--- config.mk ---
export PLATFORM = sky130hd
export DESIGN_NAME = rtc_alarm_match
export DESIGN_NICKNAME = d
export VERILOG_FILES = /design/src/rtl/rtc_alarm_match.sv
export SDC_FILE = /design/constraint.sdc
export NUM_CORES = 1
export LEC_CHECK = 0
export BUFFER_PORTS_ARGS = -buffer_cell sky130_fd_sc_hd__buf_2
export CAP_MARGIN = 20
export CORE_MARGIN = 3
export CORE_UTILIZATION = 24
export CTS_BUF_LIST = sky130_fd_sc_hd__clkbuf_16
export CTS_CLUSTER_DIAMETER = 30
export DETAILED_ROUTE_END_ITERATION = 6
export MAX_ROUTING_LAYER = met4
export PLACE_DENSITY_LB_ADDON = 0.1
export RECOVER_POWER = 100
export SLEW_MARGIN = 5
export SYNTH_ARGS = -nofsm -noshare
export SYNTH_HDL_FRONTEND = slang
export SYNTH_SLANG_ARGS = --single-unit
--- constraint.sdc ---
create_clock -name clk -period 1.1 [get_ports clk]
set_input_delay 0.11 -clock clk [delete_from_list [all_inputs] [get_ports clk]]
set_output_delay 0.11 -clock clk [all_outputs]
set_load 0.05 [all_outputs]
--- src/rtl/rtc_alarm_match.sv ---
`timescale 1ns/1ps
module rtc_alarm_match #(
  parameter int TW = 8,
  parameter int DW = 6
) (
  input  logic          clk,
  input  logic          rst_n,
  input  logic          cmp_stb,
  input  logic          alm_en,
  input  logic          flag_rd,
  input  logic [TW-1:0] cur_sec,
  input  logic [TW-1:0] cur_min,
  input  logic [TW-1:0] cur_hour,
  input  logic [TW-1:0] cur_day,
  input  logic [TW-1:0] alm_sec,
  input  logic [TW-1:0] alm_min,
  input  logic [TW-1:0] alm_hour,
  input  logic [DW-1:0] alm_day,
  output logic          alm_flag,
  output logic          irq
);

  localparam logic [1:0]    WILD = 2'b11;
  localparam logic [TW-1:0] DAY_ZEXT_PAD = '0;

  logic sec_ok, min_ok, hour_ok, day_ok, hit;
  logic flag_q;

  assign sec_ok  = (alm_sec[TW-1:TW-2]  == WILD) || (alm_sec  == cur_sec);
  assign min_ok  = (alm_min[TW-1:TW-2]  == WILD) || (alm_min  == cur_min);
  assign hour_ok = (alm_hour[TW-1:TW-2] == WILD) || (alm_hour == cur_hour);
  assign day_ok  = (alm_day == '0) ||
                   (cur_day == (DAY_ZEXT_PAD | TW'(alm_day)));
  assign hit     = sec_ok && min_ok && hour_ok && day_ok;

  always_ff @(posedge clk) begin
    if (!rst_n)                flag_q <= 1'b0;
    else if (cmp_stb && hit)   flag_q <= 1'b1;
    else if (flag_rd)          flag_q <= 1'b0;
  end

  assign alm_flag = flag_q;
  assign irq      = flag_q && alm_en;

  assert_set_on_match_R3: assert property (@(posedge clk) disable iff (!rst_n)
    (cmp_stb && hit) |=> alm_flag);

  assert_hold_without_event_R4: assert property (@(posedge clk) disable iff (!rst_n)
    (!(cmp_stb && hit) && !flag_rd) |=> $stable(alm_flag));

  assert_clear_on_read_R8: assert property (@(posedge clk) disable iff (!rst_n)
    (flag_rd && !(cmp_stb && hit)) |=> !alm_flag);

  assert_irq_needs_flag_R7: assert property (@(posedge clk) disable iff (!rst_n)
    irq |-> (alm_flag && alm_en));

  assert_set_beats_read_R9: assert property (@(posedge clk) disable iff (!rst_n)
    (cmp_stb && hit && flag_rd) |=> alm_flag);

  assert_reset_clear_R1: assert property (@(posedge clk)
    !rst_n |=> !alm_flag);

endmodule

==> Yosys cells after proc, flatten, opt, wreduce, memory -nomap -nowiden <==
Index checks and enable logic that the tools add are counted.
W data, S select, Z words.
{ "word_totals": {"reg_bits": 1, "out_inout_bits": 2} }
{ "op_classes": {"n_mux": 2, "reduce_logical": 11, "n_eq_ne": 7} }
{ "ops": {"columns": ["op", "n"], "rows": [
  ["$eq A8 B8 Y1", 3],
  ["$eq A8 B6 Y1", 1],
  ["$eq A2 B2 Y1 const B", 3],
  ["$logic_not A6 Y1", 1],
  ["$logic_and A1 B1 Y1", 5],
  ["$logic_or A1 B1 Y1", 4],
  ["$mux W1", 2],
  ["$reduce_bool A2 Y1", 1]
]} }

==> Longest topological paths before layout <==
Gate-level depths: netlist of the first run.
{ "logic_depth": {"ltp_word": 7, "depth_mapped": 5, "mapped_depth_nobuf": 5} }

==> Least setup slack after synthesis of the first run <==
OpenSTA, ideal clock, no wires.
{ "synth_timing": {"path_kind": "register to output", "start": "register flag_q, in the netlist alm_flag", "end": "output irq", "slack_ns": -0.138, "stages_incl_launch_ff": 2, "required_ns": 0.990, "arrival_ns": 1.128, "n_path_buf": 0, "cell_sequence": "dfxtp_1 -> and2_1"} }
{ "synth_between": {"elab_chain_len": 1} }
{ "synth_lines": {"columns": ["element", "line", "rtl"], "rows": [
  ["from (decl)", "27", "logic flag_q;"],
  ["from (signal assigned)", "37", "if (!rst_n) flag_q <= 1'b0;"],
  ["from (signal assigned)", "38", "else if (cmp_stb && hit) flag_q <= 1'b1;"],
  ["from (signal assigned)", "39", "else if (flag_rd) flag_q <= 1'b0;"],
  ["$logic_and A1 B1 Y1", "43", "assign irq = flag_q && alm_en;"],
  ["to (decl)", "20", "output logic irq"]
]} }
No other way between the ends.

==> Worst setup path after layout of the first run <==
{ "layout_timing": {"start": "input cur_hour[1]", "end": "register flag_q, in the netlist alm_flag"} }
{ "layout_between": {"elab_chain_len": 6, "elab_cells_between_ends": 7, "classes_between": "1 x eq/ne; 1 x mux; 5 x reduce/logical"} }
{ "layout_lines": {"columns": ["element", "line", "rtl"], "rows": [
  ["from (decl)", "13", "input logic [TW-1:0] cur_hour,"],
  ["$eq A8 B8 Y1 *", "31", "assign hour_ok = (alm_hour[TW-1:TW-2] == WILD) || (alm_hour == cur_hour);"],
  ["$logic_or A1 B1 Y1 *", "31", null],
  ["$logic_and A1 B1 Y1 * (2 in a row)", "34", "assign hit = sec_ok && min_ok && hour_ok && day_ok;"],
  ["$logic_and A1 B1 Y1 *", "38", null],
  ["$mux W1 or $reduce_bool A2 Y1 (tied branches)", null, null]
]} }
Every way passes the cells marked *; elsewhere a longest branch is shown, timed or not.
A chain may end at the register's enable or synchronous reset.

==> out/metrics.cfg, run 1 <==
[logic_synthesis]
ffs_w_async_s_r_synth=0
number_of_synthesis_warnings=0
yosys.cell_count.top_type=sky130_fd_sc_hd__xor2_1
synth_area_um2=414
synth_xor_xnor_area_share=0.634
netlist.top_cell.by_area=sky130_fd_sc_hd__xor2_1
ys_seq_elements=1
postSynthCellCount=51
dominant_combinational_cell_family_by_area_after_synthesis=XOR/XNOR gates
netlist_top_cells_area=sky130_fd_sc_hd__xor2_1 (59%), sky130_fd_sc_hd__nor4_1 (11%), sky130_fd_sc_hd__a22oi_1 (5.4%)
ys_top_cells_by_count=sky130_fd_sc_hd__xor2_1 (28), sky130_fd_sc_hd__nor4_1 (7), sky130_fd_sc_hd__a22oi_1 (3)
synth_seq_area_share=0.0483
yosys-mux-area-fraction=0
yosys.area_share.simple=0.208
synth.distinct_cells=13
synth-edff-count=0
synth_area_per_cell_um2=8.12
synth_ff_type=sky130_fd_sc_hd__dfxtp_1
synthesized_net_count=118
synth_largest_type_area_fraction=0.592
synth_compound_gate_area_share=0.0997
synthAdderAreaFrac=0

[clock_tree]
cts.hold.buffers_added=0
worstSkewPairLatency_ns=0
path_clk_slew_ns=0
setup_fix_bufs_post_cts=0

[placement]
post-dp-hpwl_um=1270
placement.io_buffers=68
place.gp.congestion=0.705

[floorplan]
initial_utilization=0.266
fp-row-count=14
die_x_um=47.5
design.core.area_um2=1560
design.die.area_um2=2260
ioPinCount=69
floorplan.die.height_um=47.5

[finish]
antenna-diode-count=0
layout.nets=197
largest_register_ff_count=1
fin_util=0.583
final_layout_size_suffix_gt1_frac=0.633
layout.filler_cells=154
flow.area_growth_from_synthesis_pct=120

[global_route]
grt_first_pass_wirelength_um=1880
grt_pass1_vias=530
use_met3=0.0113
gr-usage-all-layers=0.112
grt_antenna_before_repair=0
gr-total-overflow=0
largest_net_degree_at_the_start_of_global_routing=4
busiest_layer=met2
globalRouteMet1Util=0.139
groute.layer.met2.usage=0.206

[setup_path]
critical_path_peak_fanout=1
worst_path_dominant_cell_family=compound AO/OA/AOI/OAI gates
worst_setup_path_start_kind=primary input
worst_setup_path_endpoint=alm_flag$_SDFFE_PN0P_
cp_num_cells=6
reg2regPathDepth=1
setup.worst_path.class=primary input to register
critical_path.cell_chain=buf_2 -> xor2_1 -> nor4_1 -> a22oi_1 -> a2111oi_2 -> a31o_1
critical_path_buf_inv_count=1
cp_slowest_cell=sky130_fd_sc_hd__a2111oi_2
crit_path_end_kind=register
critPathArrivalTime_ns=1.24
worst-r2r-setup-slack_ns=0.51
critical_path.reg2reg.endpoint=alm_flag$_SDFFE_PN0P_
startpoint=cur_hour[1]
r2r-start=alm_flag$_SDFFE_PN0P_
worst-endpoint-required_ns=1.04
cp_slowest_stage_delay_ns=0.34

[status]
status=finished, violations left
violations=negative setup slack

[sta]
timing.final.crit_share=1.18
final.min_clock_period_ns=1.30
rsz0062_at_grt=true
setup_viol=1
timing_max_transition_violations_final=0
clock.fmax_mhz=770
relSlewSlack=0.610
timing.final.ws_setup_ns=-0.199
worst_slew_pin_slew_ns=0.588
timing_hold_violations_final=0
worst_clock_skew_ns=0

[drt]
antenna_violating_nets_post_route=0
totalWireLength_um=1440
dr_total_vias=629
drt_drc_violations_left=0
drt-vias-per-instance=4.37
routed_wire_length_per_instance_um=9.98
drt_iter0_markers=0
detail_route.first_pass.iterations=1

[power_and_ir_drop]
finalPower_mw=0.320
power.density_nw_per_um2=352
power.static_leakage_nw=0.483
worst_ir_drop_vdd_mv=0.216

[worst_hold_path]
hold_path_origin=flag_rd
hold_class=primary input to register

[job]
drv.max_cap_violation_count=0

cells by family after synthesis:
| kind of cell | count (synthesis) |
|---|---|
| AO/OA/AOI/OAI | 5 |
| XOR/XNOR | 30 |
| flip-flops | 1 |
| AND/OR/NAND/NOR | 14 |
| buffers and inverters | 1 |
cells in the final DEF (no fill, tap or decap):
master                       n
sky130_fd_sc_hd__buf_2      58
sky130_fd_sc_hd__xor2_1     28
sky130_fd_sc_hd__buf_4       9
sky130_fd_sc_hd__buf_6       8
sky130_fd_sc_hd__nor4_1      5
sky130_fd_sc_hd__nor4_2      3
sky130_fd_sc_hd__a22oi_1     3
sky130_fd_sc_hd__nand2_1     2
sky130_fd_sc_hd__nor3_1      2
sky130_fd_sc_hd__xnor2_1     2
sky130_fd_sc_hd__and2_2      1
sky130_fd_sc_hd__inv_1       1
sky130_fd_sc_hd__nand4_1     1
sky130_fd_sc_hd__a2111oi_2   1
sky130_fd_sc_hd__a31o_1      1
sky130_fd_sc_hd__dfxtp_1     1
sky130_fd_sc_hd__clkbuf_1    1
sky130_fd_sc_hd__clkbuf_2    1
timing repair:
item                                    in CTS  in global routing
gates cloned                                 0                  0
resized for setup                            6                  5
pin swaps                                   12                  5
endpoints found under the setup margin       1                  1
endpoints found under the hold margin        0                  0
routing by layer:
metal	up-vias	share of wire
met3	0	0.13
met1	257	0.35
met5	-	0
met4	0	0
met2	35	0.52
li1	337	-
power breakdown:
group	switching [mW]	total [mW]	leakage, nW	internal, mW
combinational	0.105	0.283	0.475	0.178
sequential	0.00000509	0.0370	0.00805	0.0370
clock	0	0	0	0
total	0.105	0.320	0.483	0.215
stage by stage:
stage / setup WS, ns / cells / cell area [um^2] / hold slack (ns) / TNS (ns)
floorplan: -0.0345 / 51 / 415 / 0.257 / -0.0627
global placement: -0.242 / 144 / 843 / 0.406 / -0.242
detailed placement: -0.284 / 144 / 843 / 0.410 / -0.284
CTS: -0.229 / 144 / 881 / 0.410 / -0.229
global route: -0.315 / 144 / 910 / 0.436 / -0.315
finish: -0.199 / 144 / 910 / 0.405 / -0.199
worst min path at each step:
stage | to | depth (start not counted) | slack, ns
after detailed placement | alm_flag$_SDFFE_PN0P_ | 3 | 0.41
after floorplan | alm_flag$_SDFFE_PN0P_ | 1 | 0.26
after CTS | alm_flag$_SDFFE_PN0P_ | 3 | 0.41
after global placement | alm_flag$_SDFFE_PN0P_ | 3 | 0.41
after global routing | alm_flag$_SDFFE_PN0P_ | 3 | 0.44
final | alm_flag$_SDFFE_PN0P_ | 3 | 0.40
layout make-up:
class / instances / area [um^2] / area share
inverters: 1 / 3.75 / 0.00413
well taps: 16 / 20.0 / 0.0220
flip-flops and latches: 1 / 20.0 / 0.0220
multi-input cells: 49 / 409 / 0.450
repair buffers: 77 / 457 / 0.502
No activity file was read; power rests on OpenSTA's default activity.
==> run 2: changes to the inputs <==
--- a/config.mk
+++ b/config.mk
@@ -14,8 +14,7 @@
 export DETAILED_ROUTE_END_ITERATION = 6
 export MAX_ROUTING_LAYER = met4
 export PLACE_DENSITY_LB_ADDON = 0.1
-export RECOVER_POWER = 100
-export SLEW_MARGIN = 5
+export SLEW_MARGIN = 20
 export SYNTH_ARGS = -nofsm -noshare
 export SYNTH_HDL_FRONTEND = slang
 export SYNTH_SLANG_ARGS = --single-unit
==> run 2 against run 1 <==
The flow still finishes with violations (negative setup slack). Global-route usage did not move. Total power barely moved. Hold slack did not move. Wire length rose by 0.14%. Combinational power barely moved. First-iteration DRC count did not move. Fmax did not move. Largest power group unchanged.
==> out/metrics.cfg, run 2 (synthesized netlist as in run 1, its figures left out) <==
[global_route]
grt_pass1_vias=530  ; unchanged
largest_net_degree_at_the_start_of_global_routing=4  ; unchanged
gr-usage-all-layers=0.112  ; unchanged
grt_antenna_before_repair=0  ; unchanged
gr-total-overflow=0  ; unchanged
grt_first_pass_wirelength_um=1880  ; unchanged

[worst_hold_path]
hold_end=alm_flag$_SDFFE_PN0P_
hold_path_origin=flag_rd
hold_class=primary input to register
worstHoldPathCells=3  ; unchanged

[setup_path]
startpoint=cur_hour[1]
critical_path.reg2reg.endpoint=alm_flag$_SDFFE_PN0P_
crit_path_end_kind=register
critical_path_buf_inv_count=1  ; unchanged
critPathArrivalTime_ns=1.24  ; about the same
cp_slowest_cell=sky130_fd_sc_hd__a2111oi_2
worst_setup_path_start_kind=primary input
r2r-start=alm_flag$_SDFFE_PN0P_
critical_path_peak_fanout=1  ; unchanged
critical_path.cell_chain=buf_2 -> xor2_1 -> nor4_1 -> a22oi_1 -> a2111oi_2 -> a31o_1
worst_path_dominant_cell_family=compound AO/OA/AOI/OAI gates
worst-endpoint-required_ns=1.04  ; about the same
setup.worst_path.class=primary input to register
reg2regPathDepth=1  ; unchanged
worst-r2r-setup-slack_ns=0.52  ; about the same
cp_slowest_stage_delay_ns=0.34  ; about the same

[finish]
layout_commonest_cell=sky130_fd_sc_hd__buf_2
final_layout_size_suffix_gt1_frac=0.641  ; +0.00781
layout.filler_cells=156  ; +1.3%
flow.area_growth_from_synthesis_pct=120
antenna-diode-count=0  ; unchanged
layout.nets=197  ; unchanged
multi_input_comb_area_um2=409  ; unchanged
layout.cells.most_common_list=sky130_fd_sc_hd__buf_2 (60), sky130_fd_sc_hd__xor2_1 (28), sky130_fd_sc_hd__buf_4 (9), sky130_fd_sc_hd__buf_6 (8), sky130_fd_sc_hd__nor4_1 (5)
final-seq-area_um2=20.0  ; unchanged
largest_register_ff_count=1  ; unchanged

[floorplan]
initial_utilization=0.266  ; unchanged
design.core.area_um2=1560  ; unchanged
design.die.area_um2=2260  ; unchanged
fp-row-count=14  ; unchanged
floorplan.die.height_um=47.5  ; unchanged
die_x_um=47.5  ; unchanged
ioPinCount=69  ; unchanged

[clock_tree]
worstSkewPairLatency_ns=0  ; unchanged
path_clk_slew_ns=0  ; unchanged
cts.hold.buffers_added=0  ; unchanged

[sta]
hold-worst-slack_ns=0.405  ; unchanged
final.min_clock_period_ns=1.30  ; unchanged
relSlewSlack=0.815  ; +0.205
worst_slew_pin_slew_ns=0.276  ; -0.312 ns
worst_clock_skew_ns=0  ; unchanged
setup_viol=1  ; unchanged
timing_hold_violations_final=0  ; unchanged
timing.final.crit_share=1.18  ; unchanged
timing.final.ws_setup_ns=-0.199  ; unchanged
timing_max_transition_violations_final=0  ; unchanged
rsz0062_at_grt=true
clock.fmax_mhz=770  ; unchanged

[placement]
place.gp.congestion=0.705  ; unchanged
post-dp-hpwl_um=1270  ; unchanged
placement.io_buffers=68  ; unchanged

[drt]
drt-vias-per-instance=4.37  ; unchanged
detail_route.first_pass.iterations=1  ; unchanged
antenna_violating_nets_post_route=0  ; unchanged
dr_total_vias=629  ; unchanged
totalWireLength_um=1440  ; +0.14%
drt_iter0_markers=0  ; unchanged
routed_wire_length_per_instance_um=9.99  ; +0.14%
drt_drc_violations_left=0  ; unchanged

[status]
violations=negative setup slack
status=finished, violations left

[power_and_ir_drop]
worst_ir_drop_vdd_mv=0.216  ; unchanged
finalPower_mw=0.320  ; about the same
power.density_nw_per_um2=351  ; -0.14%
power.static_leakage_nw=0.488  ; +1.1%

[job]
drv.max_cap_violation_count=0  ; unchanged

## run 2: area by class of cell
type / instances / share of cell area
Sequential cell: 1 / 0.0220
Tap cell: 16 / 0.0220
Inverter: 1 / 0.00412
Multi-Input combinational cell: 49 / 0.449
Timing Repair Buffer: 77 / 0.503
## run 2: repair_timing
action	CTS	global route
gates resized for setup	6	5
endpoints found under the setup margin	1	1
pin swaps	12	5
setup buffers	0	0
## run 2: how the worst max path moves through the flow
stage                                        to  cells after the start
after global placement    alm_flag$_SDFFE_PN0P_                      6
final                     alm_flag$_SDFFE_PN0P_                      6
after CTS                 alm_flag$_SDFFE_PN0P_                      6
after floorplan                             irq                      1
after detailed placement  alm_flag$_SDFFE_PN0P_                      6
after global routing      alm_flag$_SDFFE_PN0P_                      6
## run 2: routing by layer
layer | global-route usage | wire [um]
met1 | 0.139 | 504
met2 | 0.206 | 754
met3 | 0.0113 | 181
met4 | 0 | 0
met5 | - | 0
## run 2: power by group
part | switching (mW) | internal, mW
Combinational | 0.105 | 0.178
Clock | 0 | 0
Sequential | 0.00000495 | 0.0370
Total | 0.105 | 0.215
## run 2: stage by stage
step,instances,cell area (um^2),worst slack [ns],setup TNS (ns),utilization
2_1_floorplan,51,415,-0.0345,-0.0627,-
3_3_place_gp,144,843,-0.242,-0.242,0.541
3_5_place_dp,144,843,-0.284,-0.284,0.541
4_1_cts,144,881,-0.229,-0.229,0.565
5_1_grt,144,911,-0.315,-0.315,0.584
6_report,144,911,-0.199,-0.199,0.584
## run 2: worst min-delay path: cells and delay by family
| kind | cells | cell delay (ns) |
|---|---|---|
| AOI/OAI and AO/OA | 1 | 0.12 |
| buffers and inverters | 2 | 0.14 |
==> run 3: changes to the inputs <==
--- a/config.mk
+++ b/config.mk
@@ -5,6 +5,7 @@
 export SDC_FILE = /design/constraint.sdc
 export NUM_CORES = 1
 export LEC_CHECK = 0
+export ABC_CLOCK_PERIOD_IN_PS = 1100
 export BUFFER_PORTS_ARGS = -buffer_cell sky130_fd_sc_hd__buf_2
 export CAP_MARGIN = 20
 export CORE_MARGIN = 3
@@ -13,7 +14,7 @@
 export CTS_CLUSTER_DIAMETER = 30
 export DETAILED_ROUTE_END_ITERATION = 6
 export MAX_ROUTING_LAYER = met4
-export PLACE_DENSITY_LB_ADDON = 0.1
+export PLACE_DENSITY = 0.72
 export SLEW_MARGIN = 20
 export SYNTH_ARGS = -nofsm -noshare
 export SYNTH_HDL_FRONTEND = slang
==> run 3 against run 2 <==
The run still ends with negative setup slack left. Flip-flop and latch count is the same. Hold slack gained 0.0040 ns. Setup slack gained 0.0045 ns. Die area is the same. Critical path depth is the same. Sequential share of layout area grew 0.062 points. Global-route usage grew 0.71 points. Utilization shrank 1.6 points. Sequential power is essentially flat. Combinational power shrank 2%. Total power shrank 1.5%. Design area shrank 2.7%. Critical path type unchanged. Critical endpoint unchanged. Largest cell class unchanged. Highest routed layer unchanged.
==> out/metrics.cfg, run 3 (synthesized netlist as in run 1, its figures left out) <==
[status]
status=finished, violations left
violations=negative setup slack

[power_and_ir_drop]
sw_frac_of_total=0.343  ; +0.0151
power.internal_mw=0.207  ; -3.8%
power.density_nw_per_um2=356  ; +1.2%
worst_ir_drop_vdd_mv=0.217  ; +0.38%
p_seq_frac=0.117  ; about the same
combinationalPowerShare=0.883  ; about the same
power.static_leakage_nw=0.480  ; -1.7%
power.share.clock=0  ; unchanged
power.switching_mw=0.108  ; +3.0%

[placement]
place.gp.congestion=0.688  ; -2.4%
placement.io_buffers=68  ; unchanged
dp_slack_ns=-0.257  ; +0.0274 ns

[drt]
totalWireLength_um=1450  ; +0.97%
drt_drc_violations_left=0  ; unchanged
wl_met3_um=195  ; +7.7%
drt-vias-per-instance=4.52  ; +3.5%
detail_route.first_pass.iterations=1  ; unchanged
met2_wire_len_um=797  ; +5.7%
wl_met1_um=461  ; -8.5%
top_layer=met3
drt_iter0_markers=0  ; unchanged
antenna_violating_nets_post_route=0  ; unchanged
dr_total_vias=651  ; +3.5%
routed_wire_length_per_instance_um=10.1  ; +0.97%

[setup_path]
cp_slowest_stage_delay_ns=0.34  ; about the same
crit_path_end_kind=register
critical_path.cell_chain=buf_2 -> xor2_1 -> nor4_1 -> a22oi_1 -> a2111oi_2 -> a31o_1
worst_setup_path_start_kind=primary input
cp_slowest_cell=sky130_fd_sc_hd__a2111oi_2
critical_path_peak_fanout=2  ; +1
worst-endpoint-required_ns=1.04  ; about the same
setup.worst_path.class=primary input to register
critical_path_buf_inv_count=1  ; unchanged
worst_path_dominant_cell_family=compound AO/OA/AOI/OAI gates
critPathArrivalTime_ns=1.23  ; about the same

[floorplan]
floorplan.die.height_um=47.5  ; unchanged
design.die.area_um2=2260  ; unchanged
design.core.area_um2=1560  ; unchanged
ioPinCount=69  ; unchanged
fp-row-count=14  ; unchanged
initial_utilization=0.266  ; unchanged
die_x_um=47.5  ; unchanged

[sta]
rsz0062_at_grt=true
worst_slew_pin_slew_ns=0.248  ; -0.0277 ns
relSlewSlack=0.833  ; +0.0186
final.min_clock_period_ns=1.29  ; -0.00453 ns
worst_clock_skew_ns=0  ; unchanged
timing.final.crit_share=1.18  ; -0.00411
timing.final.ws_setup_ns=-0.194  ; +0.00453 ns
clock.fmax_mhz=773  ; +0.35%
timing_hold_violations_final=0  ; unchanged
timing_max_transition_violations_final=0  ; unchanged
setup_viol=1  ; unchanged

[finish]
layout.nets=197  ; unchanged
layout_commonest_cell=sky130_fd_sc_hd__buf_2
largest_register_ff_count=1  ; unchanged
layout.cells.most_common_list=sky130_fd_sc_hd__buf_2 (64), sky130_fd_sc_hd__xor2_1 (28), sky130_fd_sc_hd__buf_4 (9), sky130_fd_sc_hd__nor4_1 (5), sky130_fd_sc_hd__buf_6 (4)
antenna-diode-count=0  ; unchanged
flow.area_growth_from_synthesis_pct=114
final_layout_size_suffix_gt1_frac=0.641  ; unchanged
fin_util=0.568  ; -0.0161
final-seq-area_um2=20.0  ; unchanged
layout.filler_cells=166  ; +6.4%
multi_input_comb_area_um2=409  ; unchanged

[clock_tree]
path_clk_slew_ns=0  ; unchanged
worstSkewPairLatency_ns=0  ; unchanged
setup_fix_bufs_post_cts=0  ; unchanged

[global_route]
grt_antenna_before_repair=0  ; unchanged
grt_first_pass_wirelength_um=1980  ; +5.5%
largest_net_degree_at_the_start_of_global_routing=4  ; unchanged
grt_pass1_vias=567  ; +7.0%
gr-total-overflow=0  ; unchanged
gr-usage-all-layers=0.119  ; +0.00712

[worst_hold_path]
hold_class=primary input to register

[job]
drv.max_cap_violation_count=0  ; unchanged

[run 3: cell counts in the layout (fill, tap and decap cells not counted)]
Identical to the previous run, type by type.
[run 3: cell type report]
type                    instances  share of cell area
flip-flops and latches          1              0.0226
well taps                      16              0.0226
multi-input cells              49               0.462
repair buffers                 77               0.489
inverters                       1             0.00424
[run 3: worst paths after layout]
path | from | to | slack [ns] | depth (start not counted)
worst min-delay path | flag_rd | alm_flag$_SDFFE_PN0P_ | 0.41 | 3
worst max register to register | alm_flag$_SDFFE_PN0P_ | alm_flag$_SDFFE_PN0P_ | 0.52 | 1
worst max-delay path | alm_hour[6] | alm_flag$_SDFFE_PN0P_ | -0.19 | 6
worst min register to register | alm_flag$_SDFFE_PN0P_ | alm_flag$_SDFFE_PN0P_ | 0.49 | 1
[run 3: power groups by stage]
stage / combinational, mW / sequential, mW / clock [mW]
5_1_grt: 0.308 / 0.0370 / 0
3_3_place_gp: 0.255 / 0.0370 / 0
6_report: 0.278 / 0.0370 / 0
2_1_floorplan: 0.0906 / 0.0370 / 0
4_1_cts: 0.268 / 0.0370 / 0
3_5_place_dp: 0.264 / 0.0370 / 0
[run 3: what timing repair did]
action,in CTS,in global routing
pin swaps,8,8
endpoints found under the setup margin,1,1
gates resized for setup,1,6
cloned,0,0
hold buffers,0,0
[run 3: routing by layer]
metal,vias up,track usage
li1,337,-
met1,270,0.126
met2,44,0.254
met3,0,0
met4,0,0
met5,-,-
[run 3: metrics by stage]
| step | hold WS, ns | instance area, um^2 | setup TNS [ns] | cells | total power, mW |
|---|---|---|---|---|---|
| after floorplan | 0.257 | 415 | -0.0627 | 51 | 0.128 |
| after global placement | 0.402 | 843 | -0.243 | 144 | 0.292 |
| after detailed placement | 0.418 | 843 | -0.257 | 144 | 0.301 |
| after CTS | 0.418 | 850 | -0.239 | 144 | 0.305 |
| after global routing | 0.426 | 886 | -0.313 | 144 | 0.345 |
| final | 0.409 | 886 | -0.194 | 144 | 0.315 |
